### src/rtl/pcie_rst_seq_pkg.sv
package pcie_rst_seq_pkg;

  localparam int CTL_W = 5;

  localparam logic [CTL_W-1:0] CTL_PHY_LANE = 5'b00001;
  localparam logic [CTL_W-1:0] CTL_PHY_SB   = 5'b00010;
  localparam logic [CTL_W-1:0] CTL_MAIN     = 5'b00100;
  localparam logic [CTL_W-1:0] CTL_CTRL_SB  = 5'b01000;
  localparam logic [CTL_W-1:0] CTL_PRI      = 5'b10000;

  typedef enum logic [3:0] {
    ST_IDLE,
    ST_PERST,
    ST_WAIT_LANE,
    ST_WAIT_PLL,
    ST_WAIT_CSB,
    ST_RELEASE,
    ST_PRI,
    ST_RMW,
    ST_DONE
  } seq_state_e;

  typedef enum logic [1:0] {
    RMW_IDLE,
    RMW_RD,
    RMW_RDW,
    RMW_WR
  } rmw_state_e;

  function automatic int ms_cycles(longint hz, int ms, int div);
    longint c;
    c = (hz / 1000) * ms / div;
    if (c < 1) c = 1;
    return int'(c);
  endfunction

endpackage

### src/rtl/rst_seq_timer.sv
module rst_seq_timer #(
  parameter int CNT_W = 24
) (
  input  logic             clk,
  input  logic             rst,
  input  logic             load,
  input  logic [CNT_W-1:0] load_val,
  output logic             expired
);
  logic [CNT_W-1:0] cnt;

  always_ff @(posedge clk) begin
    if (rst) begin
      cnt <= '0;
    end else if (load) begin
      cnt <= load_val - CNT_W'(1);
    end else if (cnt != '0) begin
      cnt <= cnt - CNT_W'(1);
    end
  end

  assign expired = (cnt == '0);
endmodule

### src/rtl/rst_seq_lane_rmw.sv
module rst_seq_lane_rmw
  import pcie_rst_seq_pkg::*;
#(
  parameter int          NUM_LANES   = 2,
  parameter int          ADDR_W      = 16,
  parameter int          DATA_W      = 32,
  parameter int          LANE_BASE   = 'h40,
  parameter int          LANE_STRIDE = 'h4,
  parameter logic [DATA_W-1:0] CLR_MASK = 'hC0
) (
  input  logic              clk,
  input  logic              rst,
  input  logic              go,
  output logic              fin,
  output logic              req_valid,
  input  logic              req_ready,
  output logic              req_we,
  output logic [ADDR_W-1:0] req_addr,
  output logic [DATA_W-1:0] req_wdata,
  input  logic              rd_valid,
  output logic              rd_ready,
  input  logic [DATA_W-1:0] rd_data
);
  localparam int LANE_W = (NUM_LANES > 1) ? $clog2(NUM_LANES) : 1;
  localparam logic [LANE_W-1:0] LAST_LANE = LANE_W'(NUM_LANES - 1);

  rmw_state_e        st;
  logic [LANE_W-1:0] lane;
  logic [DATA_W-1:0] word;
  logic [ADDR_W-1:0] lane_addr [NUM_LANES];

  for (genvar g = 0; g < NUM_LANES; g++) begin : g_lane
    assign lane_addr[g] = ADDR_W'(LANE_BASE + g * LANE_STRIDE);
  end

  always_ff @(posedge clk) begin
    if (rst) begin
      st   <= RMW_IDLE;
      lane <= '0;
      word <= '0;
    end else begin
      case (st)
        RMW_IDLE: if (go) begin
          st   <= RMW_RD;
          lane <= '0;
        end
        RMW_RD: if (req_ready) st <= RMW_RDW;
        RMW_RDW: if (rd_valid) begin
          word <= rd_data & ~CLR_MASK;
          st   <= RMW_WR;
        end
        RMW_WR: if (req_ready) begin
          if (lane == LAST_LANE) begin
            st <= RMW_IDLE;
          end else begin
            lane <= lane + LANE_W'(1);
            st   <= RMW_RD;
          end
        end
        default: st <= RMW_IDLE;
      endcase
    end
  end

  assign req_valid = (st == RMW_RD) || (st == RMW_WR);
  assign req_we    = (st == RMW_WR);
  assign req_addr  = lane_addr[lane];
  assign req_wdata = word;
  assign rd_ready  = (st == RMW_RDW);
  assign fin       = (st == RMW_WR) && req_ready && (lane == LAST_LANE);
endmodule

### src/rtl/rst_seq_cfg_gate.sv
module rst_seq_cfg_gate #(
  parameter int CFG_W = 32
) (
  input  logic             open,
  input  logic             in_valid,
  output logic             in_ready,
  input  logic [CFG_W-1:0] in_data,
  output logic             err,
  output logic             out_valid,
  input  logic             out_ready,
  output logic [CFG_W-1:0] out_data
);
  assign out_valid = open && in_valid;
  assign in_ready  = open ? out_ready : 1'b1;
  assign err       = !open && in_valid;
  assign out_data  = in_data;
endmodule

### src/rtl/pcie_rst_seq.sv
module pcie_rst_seq
  import pcie_rst_seq_pkg::*;
#(
  parameter longint CLK_FREQ_HZ = 125_000_000,
  parameter int     SIM_DIV     = 1,
  parameter int     NUM_LANES   = 2,
  parameter int     ADDR_W      = 16,
  parameter int     DATA_W      = 32,
  parameter int     CFG_W       = 32,
  parameter int     LANE_BASE   = 'h40,
  parameter int     LANE_STRIDE = 'h4,
  parameter int     MASK_LSB    = 6,
  parameter int     MASK_WIDTH  = 2
) (
  input  logic              clk,
  input  logic              rst,
  input  logic              start,
  output logic              perst_n,
  output logic [CTL_W-1:0]  rst_ctl,
  output logic              busy,
  output logic              done,
  output logic              req_valid,
  input  logic              req_ready,
  output logic              req_we,
  output logic [ADDR_W-1:0] req_addr,
  output logic [DATA_W-1:0] req_wdata,
  input  logic              rd_valid,
  output logic              rd_ready,
  input  logic [DATA_W-1:0] rd_data,
  input  logic              cfg_in_valid,
  output logic              cfg_in_ready,
  input  logic [CFG_W-1:0]  cfg_in_data,
  output logic              cfg_err,
  output logic              cfg_out_valid,
  input  logic              cfg_out_ready,
  output logic [CFG_W-1:0]  cfg_out_data
);
  localparam int D_LANE = ms_cycles(CLK_FREQ_HZ, 1, SIM_DIV);
  localparam int D_PLL  = ms_cycles(CLK_FREQ_HZ, 80, SIM_DIV);
  localparam int D_CSB  = ms_cycles(CLK_FREQ_HZ, 20, SIM_DIV);
  localparam int D_MAX  = (D_PLL > D_CSB) ? ((D_PLL > D_LANE) ? D_PLL : D_LANE)
                                          : ((D_CSB > D_LANE) ? D_CSB : D_LANE);
  localparam int CNT_W  = $clog2(D_MAX + 1);
  localparam logic [DATA_W-1:0] CLR_MASK =
    DATA_W'(((1 << MASK_WIDTH) - 1) << MASK_LSB);

  seq_state_e       state;
  logic             tmr_load;
  logic [CNT_W-1:0] tmr_val;
  logic             tmr_done;
  logic             rmw_fin;

  always_comb begin
    tmr_load = 1'b0;
    tmr_val  = CNT_W'(D_LANE);
    case (state)
      ST_PERST:     tmr_load = 1'b1;
      ST_WAIT_LANE: begin tmr_load = tmr_done; tmr_val = CNT_W'(D_PLL); end
      ST_WAIT_PLL:  begin tmr_load = tmr_done; tmr_val = CNT_W'(D_CSB); end
      default:      ;
    endcase
  end

  rst_seq_timer #(.CNT_W(CNT_W)) u_timer (
    .clk(clk), .rst(rst), .load(tmr_load), .load_val(tmr_val), .expired(tmr_done)
  );

  always_ff @(posedge clk) begin
    if (rst) begin
      state   <= ST_IDLE;
      perst_n <= 1'b0;
      rst_ctl <= '0;
    end else begin
      case (state)
        ST_IDLE: if (start) state <= ST_PERST;
        ST_PERST: begin
          perst_n <= 1'b0;
          rst_ctl <= rst_ctl | CTL_PHY_LANE;
          state   <= ST_WAIT_LANE;
        end
        ST_WAIT_LANE: if (tmr_done) begin
          rst_ctl <= rst_ctl | CTL_PHY_SB | CTL_MAIN;
          state   <= ST_WAIT_PLL;
        end
        ST_WAIT_PLL: if (tmr_done) begin
          rst_ctl <= rst_ctl | CTL_CTRL_SB;
          state   <= ST_WAIT_CSB;
        end
        ST_WAIT_CSB: if (tmr_done) begin
          perst_n <= 1'b1;
          state   <= ST_RELEASE;
        end
        ST_RELEASE: begin
          rst_ctl <= rst_ctl | CTL_PRI;
          state   <= ST_RMW;
        end
        ST_RMW:  if (rmw_fin) state <= ST_DONE;
        ST_DONE: state <= ST_DONE;
        default: state <= ST_IDLE;
      endcase
    end
  end

  assign done = (state == ST_DONE);
  assign busy = (state != ST_IDLE) && (state != ST_DONE);

  rst_seq_lane_rmw #(
    .NUM_LANES(NUM_LANES), .ADDR_W(ADDR_W), .DATA_W(DATA_W),
    .LANE_BASE(LANE_BASE), .LANE_STRIDE(LANE_STRIDE), .CLR_MASK(CLR_MASK)
  ) u_rmw (
    .clk(clk), .rst(rst), .go(state == ST_RELEASE), .fin(rmw_fin),
    .req_valid(req_valid), .req_ready(req_ready), .req_we(req_we),
    .req_addr(req_addr), .req_wdata(req_wdata),
    .rd_valid(rd_valid), .rd_ready(rd_ready), .rd_data(rd_data)
  );

  rst_seq_cfg_gate #(.CFG_W(CFG_W)) u_gate (
    .open(done), .in_valid(cfg_in_valid), .in_ready(cfg_in_ready),
    .in_data(cfg_in_data), .err(cfg_err), .out_valid(cfg_out_valid),
    .out_ready(cfg_out_ready), .out_data(cfg_out_data)
  );
endmodule

### config.mk
export PLATFORM = sky130hd
export DESIGN_NAME = pcie_rst_seq
export DESIGN_NICKNAME = d
export VERILOG_FILES = /design/src/rtl/pcie_rst_seq_pkg.sv /design/src/rtl/rst_seq_timer.sv /design/src/rtl/rst_seq_lane_rmw.sv /design/src/rtl/rst_seq_cfg_gate.sv /design/src/rtl/pcie_rst_seq.sv
export SDC_FILE = /design/constraint.sdc
export NUM_CORES = 1
export LEC_CHECK = 0
export CORE_ASPECT_RATIO = 0.6
export CORE_MARGIN = 5
export CORE_UTILIZATION = 24
export CTS_BUF_LIST = sky130_fd_sc_hd__clkbuf_4 sky130_fd_sc_hd__clkbuf_8
export DETAILED_ROUTE_END_ITERATION = 8
export GPL_TIMING_DRIVEN = 0
export PLACE_DENSITY_LB_ADDON = 0.12
export SLEW_MARGIN = 10
export SYNTH_ARGS = -nofsm -noshare
export SYNTH_HDL_FRONTEND = slang
export SYNTH_SLANG_ARGS = --single-unit
export TNS_END_PERCENT = 50
### constraint.sdc
create_clock -name clk -period 6.1 [get_ports clk]
set_clock_uncertainty 0.2 [all_clocks]
set_input_delay 0.915 -clock clk [delete_from_list [all_inputs] [get_ports clk]]
set_output_delay 0.915 -clock clk [all_outputs]
set_load 0.01 [all_outputs]
Yosys cells after proc, flatten, opt, wreduce, memory -nomap -nowiden. Cells that the tools add are included.

Bits in registers: 67. Bits in latches: 0. RAM bits: 0. Memory bits (read-only): 0. Input bits: 71. Output and inout bits: 94. Logic and storage cells: 93. Memories kept: 0.

$add $sub $neg: 3. $mul: 0. Divide/modulo/power cells: 0. Magnitude comparators: 1. Equality and inequality tests: 20. Shift operators: 0. Mux-type cells: 29. Bitwise gates (word level): 5. Reduce and logical (&&, ||, !) cells: 25.

Operators by type and width (number): two-way mux 24 bit (2); case mux 24 bit (2 select lines) (1); subtractor 24 x 1 -> 24 bit (second input constant) (2); two-way mux 16 bit (2); case mux 4 bit (8 select lines) (1); zero test 24 bit (1); two-way mux 4 bit (6); nonzero test 24 bit (1); case mux 5 bit (4 select lines) (1); inequality test 2 bit (second input constant) (8); AND reduction 5 bit (3); == test 4 x 3 -> 1 bit (second input constant) (3); AND reduction 4 bit (3); == test 4 x 2 -> 1 bit (second input constant) (2); two-way mux 2 bit (4); case mux 2 bit (4 select lines) (1); two-way mux 1 bit (6); two-way mux 3 bit (2); case mux 1 bit (2 select lines) (3); nonzero test 2 bit (3); logical AND 1 bit (5); == test 2 bit (second input constant) (2); == test 4 x 1 -> 1 bit (second input constant) (1); == test 4 bit (second input constant) (1); 15 further kinds (19).

Longest topological paths before layout. Gate-level depths: netlist (run 1).

Depth after elaboration: 5. Gate-level depth with buffers: 13. Depth with buffers taken out: 12.

Hierarchy. A second synthesis (run 1) with hierarchy kept.

Cell total of the unflattened synthesis: 484. Area total of the unflattened synthesis: 3867.5 um^2.

Modules (own cells, without submodules): rst_seq_timer (times used 1, cells each 201, area each 1680.4 um^2, sequential area each 480.5 um^2); rst_seq_lane_rmw (times used 1, cells each 180, area each 1413.9 um^2, sequential area each 660.6 um^2); pcie_rst_seq (times used 1, cells each 68, area each 514.2 um^2, sequential area each 180.2 um^2); rst_seq_cfg_gate (times used 1, cells each 35, area each 259.0 um^2, sequential area each 0.0 um^2).

Least setup slack after synthesis (run 1). Ideal clock, no wire load.

Path kind: reg2reg. Start: reg u_timer.cnt[0]. End: reg u_timer.cnt[22]. Setup time: 70 ps. Arrival: 4327 ps. Required time: 5830 ps. Setup slack: 1504 ps. Cell stages (with the launch flop): 14. Path buffers: 1. Period minus slack after synthesis: 4596 ps. Path through: dfxtp_1 > or4_2 > nand2b_1 > buf_6 > o41ai_4 > nand2_1 > nand2_1 > ha_1 > or4b_4 > or4_4 > or4_4 > or2_0 > a2111o_1 > a21oi_1.

Word-level cells in the longest chain between the ends: 3. Elaborated cells on any way between the ends: 7. Those cells by class: add/sub: 1; mux: 3; reduce/logical: 3.

RTL lines: start, declared (line rst_seq_timer.sv:10) `logic [CNT_W-1:0] cnt;`; start signal, assigned (line rst_seq_timer.sv:16) `cnt <= load_val - CNT_W'(1);`; start signal, assigned (line rst_seq_timer.sv:18) `cnt <= cnt - CNT_W'(1);`; subtractor 24 x 1 -> 24 bit or zero test 24 bit (tied branches) (line rst_seq_timer.sv:18, rst_seq_timer.sv:22); two-way mux 24 bit or case mux 1 bit (2 select lines) (tied branches) (line rst_seq_timer.sv:17, pcie_rst_seq.sv:56); two-way mux 24 bit or nonzero test 2 bit (tied branches).

Parallel ways exist; a longest one is shown, timed or not. The select of a mux whose other input is x is not followed. A chain may end at the register's enable or synchronous reset.

Worst setup path in the final report (run 1). Ends and elaborated chain as after synthesis.

==> impl_metrics.py, run 1 <==
metrics = {
    "sta": {
        "maxSlewViolCount": 0,
        "tns_ns": 0,
        "setup_ws_ns": 0.7633,
        "finalCriticalPeriod_ns": 5.337,
        "final_hold_viol_count": 0,
        "finalSetupViolCount": 0,
        "relSlewSlack_pct": 28.39,
        "rsz0062_at_grt": "false",
        "timing.hold.ws_ns": 0.2556,
        "clock.fmax_mhz": 187.4,
        "min_period_over_period_pct": 87.49,
        "worst_pin_slew_ns": 1.065,
    },
    "placed_design": {
        "post-place-ws_ns": 0.8062,
        "gp_congestion": 0.8667,
        "place_inst": 791,
        "dp_hpwl_um": 9572,
        "portBuffers": 113,
    },
    "worst_setup_path": {
        "cp-end-kind": "register",
        "worstSetupStartpointType": "register",
        "critPathKind": "register to register",
        "cp_data_required_time_ns": 6.18,
        "crit_fanout": 9,
        "critical_path_arrival_ns": 5.42,
    },
    "yosys": {
        "synth_mux_area_share_pct": 0.5483,
        "synthAdderAreaFrac_pct": 1.714,
        "ys.flop_type": "dfxtp_1",
        "synth_simple_gate_area_share_pct": 23.47,
        "synth_top_family_by_area": "simple AND/OR/NAND/NOR gates",
        "synth_edf_count": 0,
        "synth_cell_types": 58,
        "yosys_warnings": 0,
        "synth-compound-area-share_pct": 18.57,
        "async_flop_share_pct": 0,
        "avgSynthCellArea_um2": 7.852,
        "synth_seq_area_share_pct": 36.19,
        "synthXorXnorAreaFrac_pct": 3.119,
        "synth_cells": 465,
        "ys_seq_elements": 66,
        "synth_area_mm2": 0.003651,
    },
    "detailed_routing": {
        "drt_iter0_drc": 242,
        "avgViaCountPerCell": 4.419,
        "first_pass_iters": 5,
        "num_vias": 3566,
        "drc": 0,
        "wl_per_cell_um": 15.25,
        "ant_nets": 0,
        "totalWireLength_um": 12300,
    },
    "power_and_ir_drop": {
        "seq_power_share_pct": 31.6,
        "p_sw_share_pct": 39.30,
        "p_sw_mw": 0.7171,
        "ir_worst_vdd_v": 0.0001194,
        "power.leakage_nw": 2.024,
        "p_int_mw": 1.108,
        "p_comb_share_pct": 45.7,
        "power_per_cell_area_mw_per_mm2": 343.7,
        "clock_power_share_pct": 22.6,
    },
    "cts": {
        "postCtsSetupRepairBufs": 0,
        "clock_sinks": 66,
        "worst_skew_pair.late_latency_ns": 0.35,
        "cts-root-buf": "clkbuf_8",
        "post_cts_resized": 0,
        "clk_pin_slew_worst_paths_ns": 0.08,
        "clk_path_buf_depth": 2,
        "cts_made_buffers": 9,
        "cts_tree": "yes",
        "htreeDepth": 3,
        "cts_hold_repair.buffers": 0,
    },
    "hold_path": {
        "hold_path.class": "register to register",
    },
    "finish": {
        "fin_nets": 680,
        "syn_to_final_growth_pct": 45.44,
        "layout-drive-gt1-share_pct": 15.11,
        "n_fill_cell": 1562,
        "instances_no_fill": 807,
        "antenna_cells": 0,
    },
    "die": {
        "num_io_pins": 165,
        "core_region_area_mm2": 0.01472,
        "die_h_um": 105.5,
        "rows": 34,
        "die_w_um": 169.2,
        "die-area_mm2": 0.01786,
        "start_util_pct": 24.80,
    },
    "global_routing": {
        "antenna_found_initial": 0,
        "grt_pass1_wl_um": 19130,
        "grt_pass1_vias": 3407,
        "grt_usage_pct": 13.54,
        "grt-ovfl-total": 0,
        "grt_max_degree": 12,
    },
    "flow_run": {
        "drv_cap": 0,
    },
    "status": {
        "outcome": "finished clean",
    },
}
[through the flow]
step / area [µm²] / total power [mW] / util (%)
global placement: 5086 / 1.406 / 34.55
detailed placement: 5086 / 1.409 / 34.55
finish: 5310 / 1.825 / 36.08
floorplan: 3707 / 1.179 / -
global route: 5310 / 1.960 / 36.08
CTS: 5310 / 1.834 / 36.08
[synth_stat cells (all sizes together) (6+ instances only)]
| cell | number | area (µm²) |
|---|---|---|
| or4 | 7 | 62.56 |
| o21ai | 14 | 70.07 |
| xnor2 | 7 | 61.31 |
| inv | 8 | 30.03 |
| nor2 | 48 | 180.2 |
| nor4 | 8 | 56.30 |
| nor3 | 8 | 40.04 |
| nand2 | 84 | 315.3 |
| a21oi | 55 | 275.3 |
| clkbuf | 22 | 152.6 |
| dfxtp | 66 | 1321 |
| or3 | 6 | 37.54 |
| xor2 | 6 | 52.55 |
| buf | 55 | 407.9 |
[cell type report]
cell class | instances | area [µm²] | area share, %
buffer | 77 | 560.5 | 10.56
clock buffer | 13 | 178.9 | 3.369
sequential | 66 | 1321 | 24.88
inverter | 8 | 30.03 | 0.5655
tap | 198 | 247.7 | 4.665
timing repair buffer | 113 | 1131 | 21.30
multi-input combinational | 329 | 1795 | 33.81
clock inverter | 3 | 45.04 | 0.8483
[worst paths after layout]
kind | start | end | slack [ns] | depth (start not counted)
setup / recovery | u_timer.cnt[0] | u_timer.cnt[22] | 0.76 | 13
hold / removal | u_rmw.req_wdata[1] | u_rmw.req_wdata[1] | 0.26 | 2
hold reg to reg | u_rmw.req_wdata[1] | u_rmw.req_wdata[1] | 0.26 | 2
setup reg to reg | u_timer.cnt[0] | u_timer.cnt[22] | 0.76 | 13
[critical path: stages (launching register included)]
cell and delay (ns):
dfxtp_1 0.33, or4_2 0.75, nand2b_1 0.20, buf_6 0.15, o41ai_4 0.67, nand2_1 0.34, nand2_1 0.15, ha_1 0.19
or4b_4 0.52, or4_4 0.48, or4_4 0.56, or2_0 0.24, a2111o_1 0.35, a21oi_1 0.13
[registers in the layout, summed over array words and instances (netlist names)]
| register | count |
|---|---|
| perst_n | 1 |
| rst_ctl | 4 |
| state | 4 |
| u_rmw.lane | 1 |
| u_rmw.req_wdata | 30 |
| u_rmw.st | 2 |
| u_timer.cnt | 24 |
[layout by cell type, fill, tap and decap left out, drive strengths merged, types with 2 or more instances in the layout]
| master | count |
|---|---|
| nor2 | 48 |
| and2 | 2 |
| o31ai | 2 |
| nor3 | 8 |
| inv | 8 |
| or3 | 6 |
| nand2b | 3 |
| a21oi | 55 |
| xor2 | 6 |
| o211ai | 2 |
| or2 | 5 |
| ha | 5 |
| xnor2 | 7 |
| clkinvlp | 2 |
| mux2i | 2 |
| nand3 | 4 |
| dfxtp | 66 |
| nor4b | 3 |
| a21boi | 4 |
| nand2 | 84 |
| o31a | 2 |
| o21a | 3 |
| conb | 17 |
| buf | 55 |
| a211oi | 5 |
| o41ai | 2 |
| nor4 | 8 |
| clkdlybuf4s50 | 113 |
| o21ai | 14 |
| a31oi | 2 |
| nor2b | 4 |
| or4 | 7 |
| clkbuf | 35 |
| a21o | 2 |
[routing by layer]
| metal | track usage, % | vias to the layer above | part of all wire (%) |
|---|---|---|---|
| li1 | - | 1801 | - |
| met2 | 18.86 | 128 | 42 |
| met3 | 3.928 | 5 | 8.6 |
| met5 | 0 | - | 0 |
| met1 | 20.51 | 1632 | 49 |
| met4 | 2.757 | 0 | 0.60 |
[cell families after synthesis]
| family | after synthesis |
|---|---|
| adder cells (fa/ha/maj) | 5 |
| AO/OA/AOI/OAI | 107 |
| AND/OR/NAND/NOR | 185 |
| buffers and inverters | 85 |
| other | 2 |
| multiplexers | 2 |
| XOR/XNOR | 13 |
| flip-flops | 66 |
[power by group through the flow]
stage                     Clock [mW]  Combinational, mW  Sequential, mW
after floorplan                    0              0.613           0.567
after global placement             0              0.822           0.584
after detailed placement           0              0.824           0.584
after CTS                      0.430              0.828           0.576
after global routing           0.448              0.921           0.591
final                          0.413              0.835           0.577
Power figures use the tool's default switching activity.
==> run 2, diff against run 1 <==
--- a/constraint.sdc
+++ b/constraint.sdc
@@ -4,2 +4,2 @@
 set_output_delay 0.915 -clock clk [all_outputs]
-set_load 0.01 [all_outputs]
+set_load 0.1 [all_outputs]
==> results of run 2 <==
The final DEF is identical to that of run 1. Status: finished clean.
Main changes from that run: total power 1.825 mW -> 2.007 mW; worst IR drop on VDD 0.0001194 V -> 0.0001249 V
==> run 3, diff against run 2 <==
Settings changed: CORE_MARGIN 5 to 2.
==> impl_metrics.py, run 3 (synthesis results as in run 1) <==
metrics = {
    "status": {
        "outcome": "finished clean",
    },
    "cts": {
        "cts_made_buffers": 9,
        "clk_path_buf_depth": 2,
        "cts_hold_repair.buffers": 0,
        "clock_sinks": 66,
        "clk_pin_slew_worst_paths_ns": 0.08,
        "post_cts_resized": 0,
        "cts-root-buf": "clkbuf_8",
        "postCtsSetupRepairBufs": 0,
        "htreeDepth": 3,
        "cts_tree": "yes",
        "worst_skew_pair.late_latency_ns": 0.34,
    },
    "worst_setup_path": {
        "rr_worst_depth": 13,
        "crit_fanout": 9,
        "critical_path_arrival_ns": 5.35,
        "rr_startpoint": "u_timer.cnt[0]",
        "cp_data_required_time_ns": 6.17,
        "cp-end-kind": "register",
        "rr_endpoint": "u_timer.cnt[22]",
        "critPathKind": "register to register",
        "reg2reg_slack_ns": 0.82,
        "worstSetupStartpointType": "register",
    },
    "hold_path": {
        "worstHoldStart": "u_rmw.req_wdata[5]",
        "min_to": "u_rmw.req_wdata[5]",
        "hold_path.class": "register to register",
        "holdPathStages": 2,
    },
    "global_routing": {
        "grt-ovfl-total": 0,
        "grt_pass1_wl_um": 18980,
        "antenna_found_initial": 0,
        "grt_usage_pct": 14.94,
        "grt_pass1_vias": 3595,
        "grt_max_degree": 12,
    },
    "power_and_ir_drop": {
        "p_sw_share_pct": 45.65,
        "power.leakage_nw": 2.012,
        "clock_power_share_pct": 18.9,
        "p_int_mw": 1.071,
        "power_per_cell_area_mw_per_mm2": 373.2,
        "seq_power_share_pct": 29.3,
        "ir_worst_vdd_v": 0.0001412,
        "p_sw_mw": 0.8997,
        "p_comb_share_pct": 51.7,
        "p_total_mw": 1.971,
    },
    "sta": {
        "finalCriticalPeriod_ns": 5.284,
        "min_period_over_period_pct": 86.63,
        "tns_ns": 0,
        "worst_pin_slew_ns": 1.030,
        "final_hold_viol_count": 0,
        "maxSlewViolCount": 0,
        "clock.fmax_mhz": 189.2,
        "relSlewSlack_pct": 30.74,
        "finalSetupViolCount": 0,
        "rsz0062_at_grt": "false",
        "timing.hold.ws_ns": 0.2521,
    },
    "flow_run": {
        "drv_cap": 0,
    },
    "detailed_routing": {
        "drt_iter0_drc": 158,
        "avgViaCountPerCell": 4.509,
        "totalWireLength_um": 11870,
        "first_pass_iters": 4,
        "drc": 0,
        "wl_per_cell_um": 14.71,
        "ant_nets": 0,
        "num_vias": 3639,
    },
    "finish": {
        "n_fill_cell": 1565,
        "layout_common_cells": "113 x clkdlybuf4s50_1, 84 x nand2_1, 66 x dfxtp_1",
        "fin_nets": 680,
        "mostFrequentLayoutCell": "clkdlybuf4s50_1",
        "syn_to_final_growth_pct": 44.62,
        "seq_area_mm2": 0.001321,
        "final_area_mm2": 0.005280,
        "instances_no_fill": 807,
        "antenna_cells": 0,
        "multi_input_area_mm2": 0.001795,
        "largest_reg_flops": 30,
        "layout-drive-gt1-share_pct": 15.11,
    },
    "die": {
        "die_h_um": 99.54,
        "die-area_mm2": 0.01625,
        "start_util_pct": 24.88,
        "rows": 34,
        "die_w_um": 163.2,
        "core_region_area_mm2": 0.01468,
        "num_io_pins": 165,
    },
    "placed_design": {
        "portBuffers": 113,
        "dp_hpwl_um": 9193,
        "gp_congestion": 0.8100,
        "place_inst": 791,
        "placed_area_mm2": 0.005086,
    },
}
## run 3: changes by cell type in the layout (fill, tap and decap cells not counted), sizes merged
cell and delta:
clkbuf -2, clkinv +2
## run 3: layout make-up
| class | instances | share of cell area [%] |
|---|---|---|
| plain buffers | 77 | 10.62 |
| clock buffers | 11 | 2.630 |
| clock inverters | 5 | 1.043 |
| inverters | 8 | 0.5687 |
| multi-input cells | 329 | 34.00 |
| flip-flops and latches | 66 | 25.02 |
| well taps | 198 | 4.692 |
| repair buffers | 113 | 21.42 |
## run 3: metal layers
| layer | up-vias | wire length [µm] | track usage (%) | part of all wire (%) |
|---|---|---|---|---|
| li1 | 1800 | - | - | - |
| met3 | 4 | 796 | 3.628 | 6.7 |
| met5 | - | 0 | 0 | 0 |
| met4 | 0 | 87 | 3.268 | 0.73 |
| met2 | 124 | 4742 | 20.93 | 40 |
| met1 | 1711 | 6243 | 22.69 | 53 |
## run 3: power groups by stage
stage	registers (mW)	logic (mW)	clock network, mW
2_1_floorplan	0.589	0.775	0
3_3_place_gp	0.584	1.00	0
3_5_place_dp	0.584	1.01	0
4_1_cts	0.576	1.01	0.389
5_1_grt	0.591	1.11	0.407
6_report	0.578	1.02	0.373
## run 3: worst max-delay path by stage
stage / startpoint / end / depth (start not counted)
2_1_floorplan: state[1] / cfg_err / 5
3_3_place_gp: u_timer.cnt[0] / u_timer.cnt[22] / 13
3_5_place_dp: u_timer.cnt[0] / u_timer.cnt[22] / 13
4_1_cts: u_timer.cnt[0] / u_timer.cnt[22] / 13
5_1_grt: u_timer.cnt[0] / u_timer.cnt[22] / 13
6_report: u_timer.cnt[0] / u_timer.cnt[22] / 13
## run 3: through the flow
stage	setup WS (ns)	utilization, %
after floorplan	1.137	-
after global routing	0.5139	35.98
after detailed placement	0.8319	34.65
final	0.8158	35.98
after CTS	0.7979	35.98
after global placement	0.8277	34.65
## run 3: critical path: stages (launching register included)
cell      delay (ns)
dfxtp_1         0.33
or4_2           0.73
nand2b_1        0.19
buf_6           0.15
o41ai_4         0.67
nand2_1         0.32
nand2_1         0.15
ha_1            0.19
or4b_4          0.51
or4_4           0.48
or4_4           0.56
or2_0           0.24
a2111o_1        0.34
a21oi_1         0.13
